`src/rtl/store_fwd_buffer.sv`:
```
module store_fwd_buffer #(
  parameter int AW    = 16,
  parameter int DW    = 32,
  parameter int DEPTH = 4
) (
  input  logic          clk,
  input  logic          rst_n,
  input  logic          wr_req,
  input  logic [AW-1:0] wr_addr,
  input  logic [DW-1:0] wr_data,
  output logic          wr_stall,
  input  logic          rd_req,
  input  logic [AW-1:0] rd_addr,
  output logic          rd_ack,
  output logic [DW-1:0] rd_rdata,
  output logic          mem_req,
  output logic          mem_we,
  output logic [AW-1:0] mem_addr,
  output logic [DW-1:0] mem_wdata,
  input  logic          mem_ack,
  input  logic [DW-1:0] mem_rdata
);
  localparam int PTR_W = (DEPTH > 1) ? $clog2(DEPTH) : 1;
  localparam int CNT_W = $clog2(DEPTH + 1);

  typedef enum logic [1:0] {S_IDLE, S_WR, S_RD} port_state_t;

  port_state_t      state;
  logic [AW-1:0]    addr_q [DEPTH];
  logic [DW-1:0]    data_q [DEPTH];
  logic [PTR_W-1:0] head, tail;
  logic [CNT_W-1:0] count;
  logic             rd_wait;
  logic [AW-1:0]    rd_addr_q;
  logic             fwd_hit;
  logic [DW-1:0]    fwd_data;
  logic [PTR_W-1:0] idx;

  wire full   = (count == CNT_W'(DEPTH));
  wire push   = wr_req && !full;
  wire pop    = (state == S_WR) && mem_ack;
  wire rd_acc = rd_req && !rd_wait && !rd_ack;

  assign wr_stall  = wr_req && full;
  assign mem_req   = (state != S_IDLE);
  assign mem_we    = (state == S_WR);
  assign mem_addr  = (state == S_RD) ? rd_addr_q : addr_q[head];
  assign mem_wdata = data_q[head];

  always_comb begin
    fwd_hit  = 1'b0;
    fwd_data = '0;
    idx      = '0;
    for (int i = 0; i < DEPTH; i++) begin
      idx = head + PTR_W'(i);
      if (CNT_W'(i) < count && addr_q[idx] == rd_addr) begin
        fwd_hit  = 1'b1;
        fwd_data = data_q[idx];
      end
    end
  end

  always_ff @(posedge clk) begin
    if (push) begin
      addr_q[tail] <= wr_addr;
      data_q[tail] <= wr_data;
    end
  end

  always_ff @(posedge clk or negedge rst_n) begin
    if (!rst_n) begin
      head  <= '0;
      tail  <= '0;
      count <= '0;
    end else begin
      if (push) tail <= (tail == PTR_W'(DEPTH - 1)) ? '0 : tail + 1'b1;
      if (pop)  head <= (head == PTR_W'(DEPTH - 1)) ? '0 : head + 1'b1;
      if (push && !pop)      count <= count + 1'b1;
      else if (pop && !push) count <= count - 1'b1;
    end
  end

  always_ff @(posedge clk or negedge rst_n) begin
    if (!rst_n) begin
      state     <= S_IDLE;
      rd_wait   <= 1'b0;
      rd_addr_q <= '0;
      rd_ack    <= 1'b0;
      rd_rdata  <= '0;
    end else begin
      rd_ack <= 1'b0;
      case (state)
        S_IDLE: if (rd_wait) state <= S_RD;
                else if (count != '0) state <= S_WR;
        S_WR:   if (mem_ack) state <= S_IDLE;
        S_RD:   if (mem_ack) begin
                  state    <= S_IDLE;
                  rd_wait  <= 1'b0;
                  rd_ack   <= 1'b1;
                  rd_rdata <= mem_rdata;
                end
        default: state <= S_IDLE;
      endcase
      if (rd_acc) begin
        if (fwd_hit) begin
          rd_ack   <= 1'b1;
          rd_rdata <= fwd_data;
        end else begin
          rd_wait   <= 1'b1;
          rd_addr_q <= rd_addr;
        end
      end
    end
  end

  // request fields hold until acknowledged
  a_r3_req_stable: assert property (@(posedge clk) disable iff (!rst_n)
    (mem_req && !mem_ack) |=> (mem_req && $stable(mem_addr) && $stable(mem_we)
                               && (!mem_we || $stable(mem_wdata))));

  // occupancy never exceeds the entry count
  a_r4_no_overflow: assert property (@(posedge clk) disable iff (!rst_n)
    count <= CNT_W'(DEPTH));

  // a full buffer stays full until memory retires an entry
  a_r4_full_holds: assert property (@(posedge clk) disable iff (!rst_n)
    (full && !pop) |=> full);

  // a pending read wins arbitration over held writes
  a_r6_read_first: assert property (@(posedge clk) disable iff (!rst_n)
    (state == S_IDLE && rd_wait) |=> (mem_req && !mem_we));

  // a forwarded read issues no memory read of its own
  a_r5_hit_local: assert property (@(posedge clk) disable iff (!rst_n)
    (rd_acc && fwd_hit) |=> (rd_ack && !rd_wait));

  // read completion is a single-cycle pulse
  a_r7_ack_pulse: assert property (@(posedge clk) disable iff (!rst_n)
    rd_ack |=> !rd_ack);
endmodule

```
`config.mk`:
```
export PLATFORM = sky130hd
export DESIGN_NAME = store_fwd_buffer
export DESIGN_NICKNAME = d
export VERILOG_FILES = /design/src/rtl/store_fwd_buffer.sv
export SDC_FILE = /design/constraint.sdc
export NUM_CORES = 1
export LEC_CHECK = 0
export ABC_AREA = 1
export CAP_MARGIN = 20
export CELL_PAD_IN_SITES_DETAIL_PLACEMENT = 1
export CELL_PAD_IN_SITES_GLOBAL_PLACEMENT = 1
export CORE_ASPECT_RATIO = 1.75
export CORE_UTILIZATION = 35
export DETAILED_ROUTE_END_ITERATION = 16
export PLACE_DENSITY = 0.65
export SYNTH_ARGS = -nofsm -noshare
export SYNTH_HDL_FRONTEND = slang
export SYNTH_SLANG_ARGS = --single-unit
```
`constraint.sdc`:
```
create_clock -name clk -period 4.5 [get_ports clk]
set_input_delay 0.45 -clock clk [delete_from_list [all_inputs] [get_ports clk]]
set_output_delay 0.45 -clock clk [all_outputs]
set_load 0.03 [all_outputs]
```
# After elaboration in Yosys (flattened, before gate mapping)
# Memories as Yosys holds them, arrays and structs flattened.
# Cells that the tools add are included.
[op_classes]
n_lt_le_gt_ge = 4
addsub = 6
n_bitwise = 1
n_mux = 31
eq_ne = 11
n_reduce_logical = 23
[op_table]
columns = ["op", "n"]
rows = [
  ["$mux 32", 8],
  ["$eq 16x16->1", 4],
  ["$mux 16", 1],
  ["$mux 1", 14],
  ["$logic_and 1x1->1", 11],
  ["$mux 2", 5],
  ["$eq 2x2->1 const B", 3],
  ["$lt 1x3->1 const A", 2],
  ["$lt 2x3->1 const A", 2],
  ["$mux 3", 2],
  ["$logic_not 1->1", 5],
  ["$add 2x1->2 const B", 2],
  ["$add 2x2->2 const B", 2],
  ["$pmux 2 s2", 1],
  ["$reduce_and 2->1", 2],
  ["$reduce_bool 2->1", 2],
  ["$add 3x1->3 const B", 1],
  ["$eq 3x3->1 const B", 1],
  ["$ne 3x3->1 const B", 1],
  ["$reduce_bool 3->1", 1],
  ["$sub 3x1->3 const B", 1],
  ["$eq 2x1->1 const B", 1],
  ["$logic_not 2->1", 1],
  ["$ne 2x1->1 const B", 1],
  ["2 further kinds", 2],
]
[totals]
mem_count = 2
in_bits = 101
ramBits = 192
regBits = 59
output_inout_bits = 84
[memory_table]
columns = ["memory", "words", "width", "read_ports", "rd_ports_with_merged_regs", "wr", "line_no", "rtl"]
rows = [
  ["data_q", 4, 32, 4, 0, 1, "30", "logic [DW-1:0] data_q [DEPTH];"],
  ["addr_q", 4, 16, 4, 0, 1, "29", "logic [AW-1:0] addr_q [DEPTH];"],
]

# Longest topological paths before layout
# Gate-level depths: netlist of run 1.
# An unclocked memory read counts as a cell.
[depth]
word_depth = 9
ltp_mapped = 20
ltp_nobuf = 17

# Worst setup path before layout of run 1
# OpenSTA, ideal clock, no wires.
[synth_path]
kind = "register to register"
startpoint = "reg count[0]"
endpoint = "mem addr_q[0][0] (enable)"
required_ns = 4.046
arrival_time_ns = 3.149
slack_ns = 0.897
stages_incl_launch_ff = 6
n_path_buf = 0
path_cell_list = "dfrtp_1 -> inv_1 -> ha_1 -> a21oi_1 -> inv_1 -> nor2_1"
[synth_between]
elab_chain_cells = 5
[synth_rtl]
columns = ["element", "line_no", "rtl"]
rows = [
  ["from (decl)", "32", "logic [CNT_W-1:0] count;"],
  ["from (signal assigned)", "78", "if (push && !pop) count <= count + 1'b1;"],
  ["from (signal assigned)", "79", "else if (pop && !push) count <= count - 1'b1;"],
  ["$eq 3x3->1", "39", "wire full = (count == CNT_W'(DEPTH));"],
  ["$logic_not 1->1", "40", "wire push = wr_req && !full;"],
  ["$logic_and 1x1->1", "40", ""],
  ["named net push", "40", ""],
  ["$mux 1", "64", "if (push) begin"],
  ["$mux 1 (implied by the code)", "65", "addr_q[tail] <= wr_addr;"],
  ["to (decl)", "29", ""],
]
# The timed path passes the listed nets, and every way through them passes these cells.

# Worst setup path in the final report of run 1
[layout_path]
startpoint = "reg head[0]"
endpoint = "out mem_wdata[26]"
[layout_between]
elab_chain_cells = 1
[layout_rtl]
columns = ["element", "line_no", "rtl"]
rows = [
  ["from (decl)", "31", "logic [PTR_W-1:0] head, tail;"],
  ["from (signal assigned)", "77", "if (pop) head <= (head == PTR_W'(DEPTH - 1)) ? '0 : head + 1'b1;"],
  ["$mem_v2 4x32", "--", ""],
  ["to (decl)", "19", "output logic [DW-1:0] mem_wdata,"],
]
# No other way between the ends.

==> out/results.tsv, run 1 <==
metric	value	unit
Die W	161	um
Mapped Cells	1945	
GPL Wtd Cong	0.921	
flop2flop setup slack	0.76	ns
share of cells above drive strength 1	4.76	%
Final Setup Violations	0	
largest family of logic cells by synthesized area	simple AND/OR/NAND/NOR gates	
Syn-to-layout area delta	21.6	%
Critical R2R Launch	head[1]	
asr flop ratio synth	23.5	%
Avg WL per Cell	20.9	um
clk_lat worst skew	0.56	ns
complex-gate fraction of the synthesized area	4.96	%
register area	7250	um2
DRT Pass-1 Iters	5	
FP Rows	101	
slack of the critical path	0.676	ns
CTS root buffer	clkbuf_16	
die area	45400	um2
grt ovf	0	
xor/xnor share of the synthesized area	0.619	%
clock buffer count from CTS	27	
Core Region	43600	um2
initial antenna violation count	1	
vias in the first global route	15000	
critical path class	flop to output pin	
vias	13900	
number of flops mapped to enable cells by yosys	192	
#FFs+latches synth	251	
DIE HEIGHT	281	um
CTS tree	built	
initial core utilization	35.7	%
Yosys cell types	30	
All-Layer GR Usage	24.9	%
post_cts resized	0	
sequential-to-total area share from yosys stat	46.5	%
proportion of synthesized area in mux cells	11.3	%
power density over the cells	738	nW/um2
dpl hpwl	39.4	mm
Peak Freq	262	MHz
Avg Inst Size Synth	8.00	um2
fraction of the cycle the final worst path needs	85.0	%
skew final	0.0113	ns
Post-CTS Setup Repair Bufs	0	
CTS H-tree lvls	1	
critical-path maximum fanout	153	
fill count	5245	
Least-Margin Pin Slew	0.975	ns
Slew headroom	35.0	%
Clk pin slew, worst setup/hold paths	0.06	ns
first-pass GRT wire length	85.4	mm
top cell type's share of synthesized area	37.0	%
CTS max path bufs	3	
largest net degree at the start of global routing	154	
setup slack after placement	0.710	ns
drt first-iter violations	565	
RR Endpoint	rd_rdata[1]	
syn nets	2059	
Critical Path Sink Type	output pin	
DR vias/cell	5.22	
multi-input logic area	7400	um2
CP arrival	3.37	ns
Antenna Violating Nets Remaining	0	
Synth Flop Type	edfxtp_1	
# IOs	185	
Final TNS setup	0	ns
RSZ-0062 raised after global routing	false	
leakage	0.00879	uW
Final #Nets	2197	
mapped cell area	15600	um2
clk sinks	251	
Max VDD drop	0.532	mV
min cycle time layout	3.82	ns
yosys warns	0	
Final Hold Viols	0	
Synth area leader	edfxtp_1	
Port Buffers	184	
Pins Over Slew Limit	0	
Routed WL	55.8	mm
DRC viols	0	
status	finished clean	
Worst Path Required	4.05	ns
Worst setup SP type	flop	
Synth Area in Simple Gates	29.3	%
largest cells by area after synthesis	edfxtp_1 37%, nand2_1 17%, mux2i_1 11%	
Post-Synth Adder-Cell Area	1.04	%
Worst Hold Class	input port to async pin	
diode count	0	
max_cap viols	0	
worst reg2reg path depth	15	
[layer usage]
| layer | wire [um] | track usage (%) | vias to the layer above |
|---|---|---|---|
| li1 | - | - | 6707 |
| met1 | 20900 | 26.2 | 6820 |
| met2 | 30600 | 49.0 | 282 |
| met3 | 1680 | 2.18 | 117 |
| met4 | 2640 | 11.8 | 2 |
| met5 | 15 | 0 | - |
[synthesized netlist by cell type (2+ instances only)]
cell type and number:
a21oi_1 5, nor2_2 2, nand3_2 2, dfrtp_1 59
buf_4 9, nor3_1 17, mux2i_1 175, buf_2 48
buf_1 10, o21ai_0 81, nand2_1 703, nor2_1 191
o211ai_1 23, ha_1 13, inv_1 110, inv_2 8
nand4_1 3, clkbuf_1 34, o21ai_1 32, edfxtp_1 192
nand3_1 205, nand2_2 2, xor2_1 10, buf_6 5
[stage by stage]
step | hold slack [ns] | instances | utilization [%] | area (um2) | power (uW)
floorplan | 0.154 | 1945 | - | 15600 | 8740
global placement | 0.467 | 2619 | 41.3 | 18000 | 11500
detailed placement | 0.468 | 2619 | 41.3 | 18000 | 11700
CTS | 0.409 | 2669 | 43.4 | 18900 | 14100
global route | 0.449 | 2669 | 43.4 | 18900 | 14900
finish | 0.407 | 2669 | 43.4 | 18900 | 14000
[state kept, by name, indices dropped and copies added, names as in the netlist]
signal     count
rd_addr_q     16
tail           2
rd_ack         1
head           2
rd_rdata      32
addr_q        64
rd_wait        1
count          3
state          2
data_q       128
[what timing repair did]
action                                  CTS  global route
endpoints found under the setup margin    0             0
hold buffers                              1             0
hold endpoints to repair                 30             0
[placed cells by master (no fill, tap or decap), drive strengths merged, types with 2 or more instances in the layout]
cell             n
edfxtp         192
clkinvlp         2
inv            117
nor3            17
nand3          207
o211ai          23
mux2i          175
xor2            10
nand4            3
nor2           195
bufinv           5
buf             31
clkdlybuf4s50  183
ha              13
a21oi            5
nand2          705
dfrtp           59
clkinv          14
o21ai          113
clkbuf          30
[cells by family (layout without fill, tap and decap cells)]
family                   Yosys count  after routing
buffers and inverters            225            383
flip-flops                       251            251
AO/OA/AOI/OAI                    142            142
multiplexers                     175            175
AND/OR/NAND/NOR                 1128           1128
XOR/XNOR                          11             11
adder cells (fa/ha/maj)           13             13
[worst max path at each step]
stage	startpoint	end	slack [ns]	depth (start not counted)
5_1_grt	head[0]	rd_rdata[1]	0.42	15
4_1_cts	head[0]	mem_wdata[26]	0.64	4
3_3_place_gp	head[1]	rd_rdata[11]	0.77	15
3_5_place_dp	head[1]	rd_rdata[1]	0.71	15
6_report	head[0]	mem_wdata[26]	0.68	4
2_1_floorplan	count[0]	addr_q[0][0]	0.90	5
[where the power goes]
group          switching, uW  total [uW]  internal [uW]
logic                   5380        8160           2770
registers                313        3440           3130
clock network            976        2380           1400
total                   6670       14000           7300
[cell type report]
type                    count  share of cell area [%]
multi-input cells        1469                    39.1
clock buffers              30                    3.68
clock inverters            19                    1.21
flip-flops and latches    251                    38.3
inverters                 119                    2.37
repair buffers            215                    11.7
well taps                 566                    3.74
[worst max-delay path, stage by stage (launching register included)]
cell and delay (ns):
dfrtp_4 0.45, buf_12 0.65, mux2i_1 0.23, o21ai_0 0.54
clkdlybuf4s50_1 0.79
Note: power is estimated with default switching activity, not from simulation.
==> run 2, diff against run 1 <==
- clock period: 4.5 -> 4.01 ns (I/O delays scaled with it)
==> run 2 against run 1 <==
Against the previous run:
- cell count increased by 0.86%
- global-route usage up 0.69 points
- die area is the same
- register-to-register slack got worse by 0.27 ns
- sequential share of layout area shrank 0.44 points
- combinational power rose by 13%
- via count is 1.7% higher
- routed wire length increased by 3.6%
==> out/results.tsv, run 2 (synthesis results as in run 1) <==
metric	value	unit
critical path class	flop to output pin	
skew final	0.0113	ns
Avg WL per Cell	21.5	um
final cell utilization of the core	43.9	%
clk_lat worst skew	0.57	ns
DRC viols	0	
RSZ-0062 raised after global routing	false	
Least-Margin Pin Slew	0.822	ns
FP Rows	101	
Antenna Violating Nets Remaining	0	
initial antenna violation count	4	
vias in the first global route	15300	
fraction of the cycle the final worst path needs	93.7	%
Slew headroom	45.2	%
power density over the cells	828	nW/um2
Routed WL	57.8	mm
min cycle time layout	3.76	ns
DIE HEIGHT	281	um
Worst setup SP type	flop	
Critical Path Sink Type	output pin	
Largest register FFs	128	
clock buffer count from CTS	28	
placed insts	2637	
most frequent cells in the layout	703 x nand2_1, 204 x nand3_1, 192 x edfxtp_1	
first-pass GRT wire length	87.6	mm
Regs by FF count	data_q (128), addr_q (64), rd_rdata (32)	
Final TNS setup	0	ns
Final #Nets	2217	
share of cells above drive strength 1	5.65	%
vias	14200	
Max stage delay on crit path	0.80	ns
die area	45400	um2
initial core utilization	35.7	%
Pins Over Slew Limit	0	
slack of the critical path	0.253	ns
Die W	161	um
leakage	0.00892	uW
CTS tree	built	
DRT Pass-1 Iters	5	
Final Setup Violations	0	
CTS root buffer	clkbuf_16	
CTS max path bufs	3	
Worst Path Required	3.61	ns
clk sinks	251	
CP arrival	3.36	ns
worst-path cell chain	buf_4 > buf_4 > mux2i_1 > o21ai_0 > clkdlybuf4s50_1	
non-filler cells, final	2692	
drt first-iter violations	662	
Post-CTS Setup Repair Bufs	0	
crit-path leading delay family	buffers and inverters	
GPL Wtd Cong	0.975	
dpl hpwl	41.1	mm
Crit path buffers/inverters	3	
Port Buffers	184	
critical-path maximum fanout	42	
max_cap viols	0	
Core Region	43600	um2
Min Hold Slack	0.441	ns
Max VDD drop	0.513	mV
# IOs	185	
Peak Freq	266	MHz
Syn-to-layout area delta	23.0	%
Final Hold Viols	0	
setup slack after placement	0.536	ns
largest net degree at the start of global routing	97	
CTS H-tree lvls	1	
All-Layer GR Usage	25.6	%
commonest non-fill, non-tap cell in the layout	nand2_1	
status	finished clean	
CP max stage cell	clkdlybuf4s50_1	
most frequent cell on the critical path	buf_4	
Biggest register	data_q	
DR vias/cell	5.26	
Clk pin slew, worst setup/hold paths	0.07	ns
Worst Hold Class	input port to async pin	
grt ovf	0	
-- run 2: cell types whose count changed in the layout (fill, tap and decap cells not counted), moves of 2 or more --
cell / delta
buf_12: -2
buf_4: +19
clkbuf_16: +3
clkinv_2: -2
diode_2: +2
inv_6: +2
-- run 2: routing by layer --
metal  track usage [%]  vias up  share of wire (%)
li1                  -     6752                  -
met4              14.9        4                6.0
met5                 0        -              0.038
met2              49.2      326                 54
met1              26.6     6938                 36
met3              2.54      142                3.7
-- run 2: report_power, final --
part,switching [uW],internal [uW],leakage (uW)
combinational,6060,3130,0.00595
sequential,380,3510,0.00249
clock,1090,1670,0.000484
total,7540,8320,0.00892
-- run 2: cell type report --
class,instances,area (um2)
Sequential cell,251,7250
Inverter,119,448
Antenna cell,2,5.00
Clock buffer,33,761
Multi-Input combinational cell,1469,7400
Tap cell,566,708
Fill cell,5188,24400
Clock inverter,18,224
Timing Repair Buffer,234,2370
-- run 2: worst reg2reg max path, cell delays in order, from the launching register on --
cell and delay [ns]:
dfrtp_4 0.44, buf_4 0.49, nand2_1 0.17, nand3_1 0.12, nand2_1 0.19, o21ai_0 0.23
inv_1 0.06, nand2_1 0.05, nor2_1 0.06, nand3_1 0.08, nand2_1 0.10, nor2_4 0.56
nand2_2 0.44, buf_12 0.29, nand2_1 0.07, o21ai_1 0.06
-- run 2: worst paths after layout --
check                         startpoint       endpoint  slack (ns)  depth (start not counted)
hold reg to reg            rd_addr_q[11]  rd_addr_q[11]        0.49                          2
setup reg to reg                 head[0]   rd_addr_q[9]        0.49                         15
hold / removal                     rst_n    rd_rdata[9]        0.44                          2
setup / recovery                 head[0]   mem_wdata[3]        0.25                          5
max in group asynchronous          rst_n        tail[1]        2.70                          3
min in group clk              wr_data[4]   data_q[2][4]        0.46                          1
-- run 2: per-stage QoR --
stage                     total power, uW  cell area, um2
after detailed placement            13100           18100
after global routing                16900           19200
after floorplan                      9810           15600
after global placement              12900           18100
after CTS                           16000           19100
final                               15900           19200
-- run 2: repair_timing --
item | in CTS | in global routing
hold endpoints to repair | 36 | 0
hold buffers | 1 | 0
setup endpoints to repair | 0 | 11
resized for setup | 0 | 1
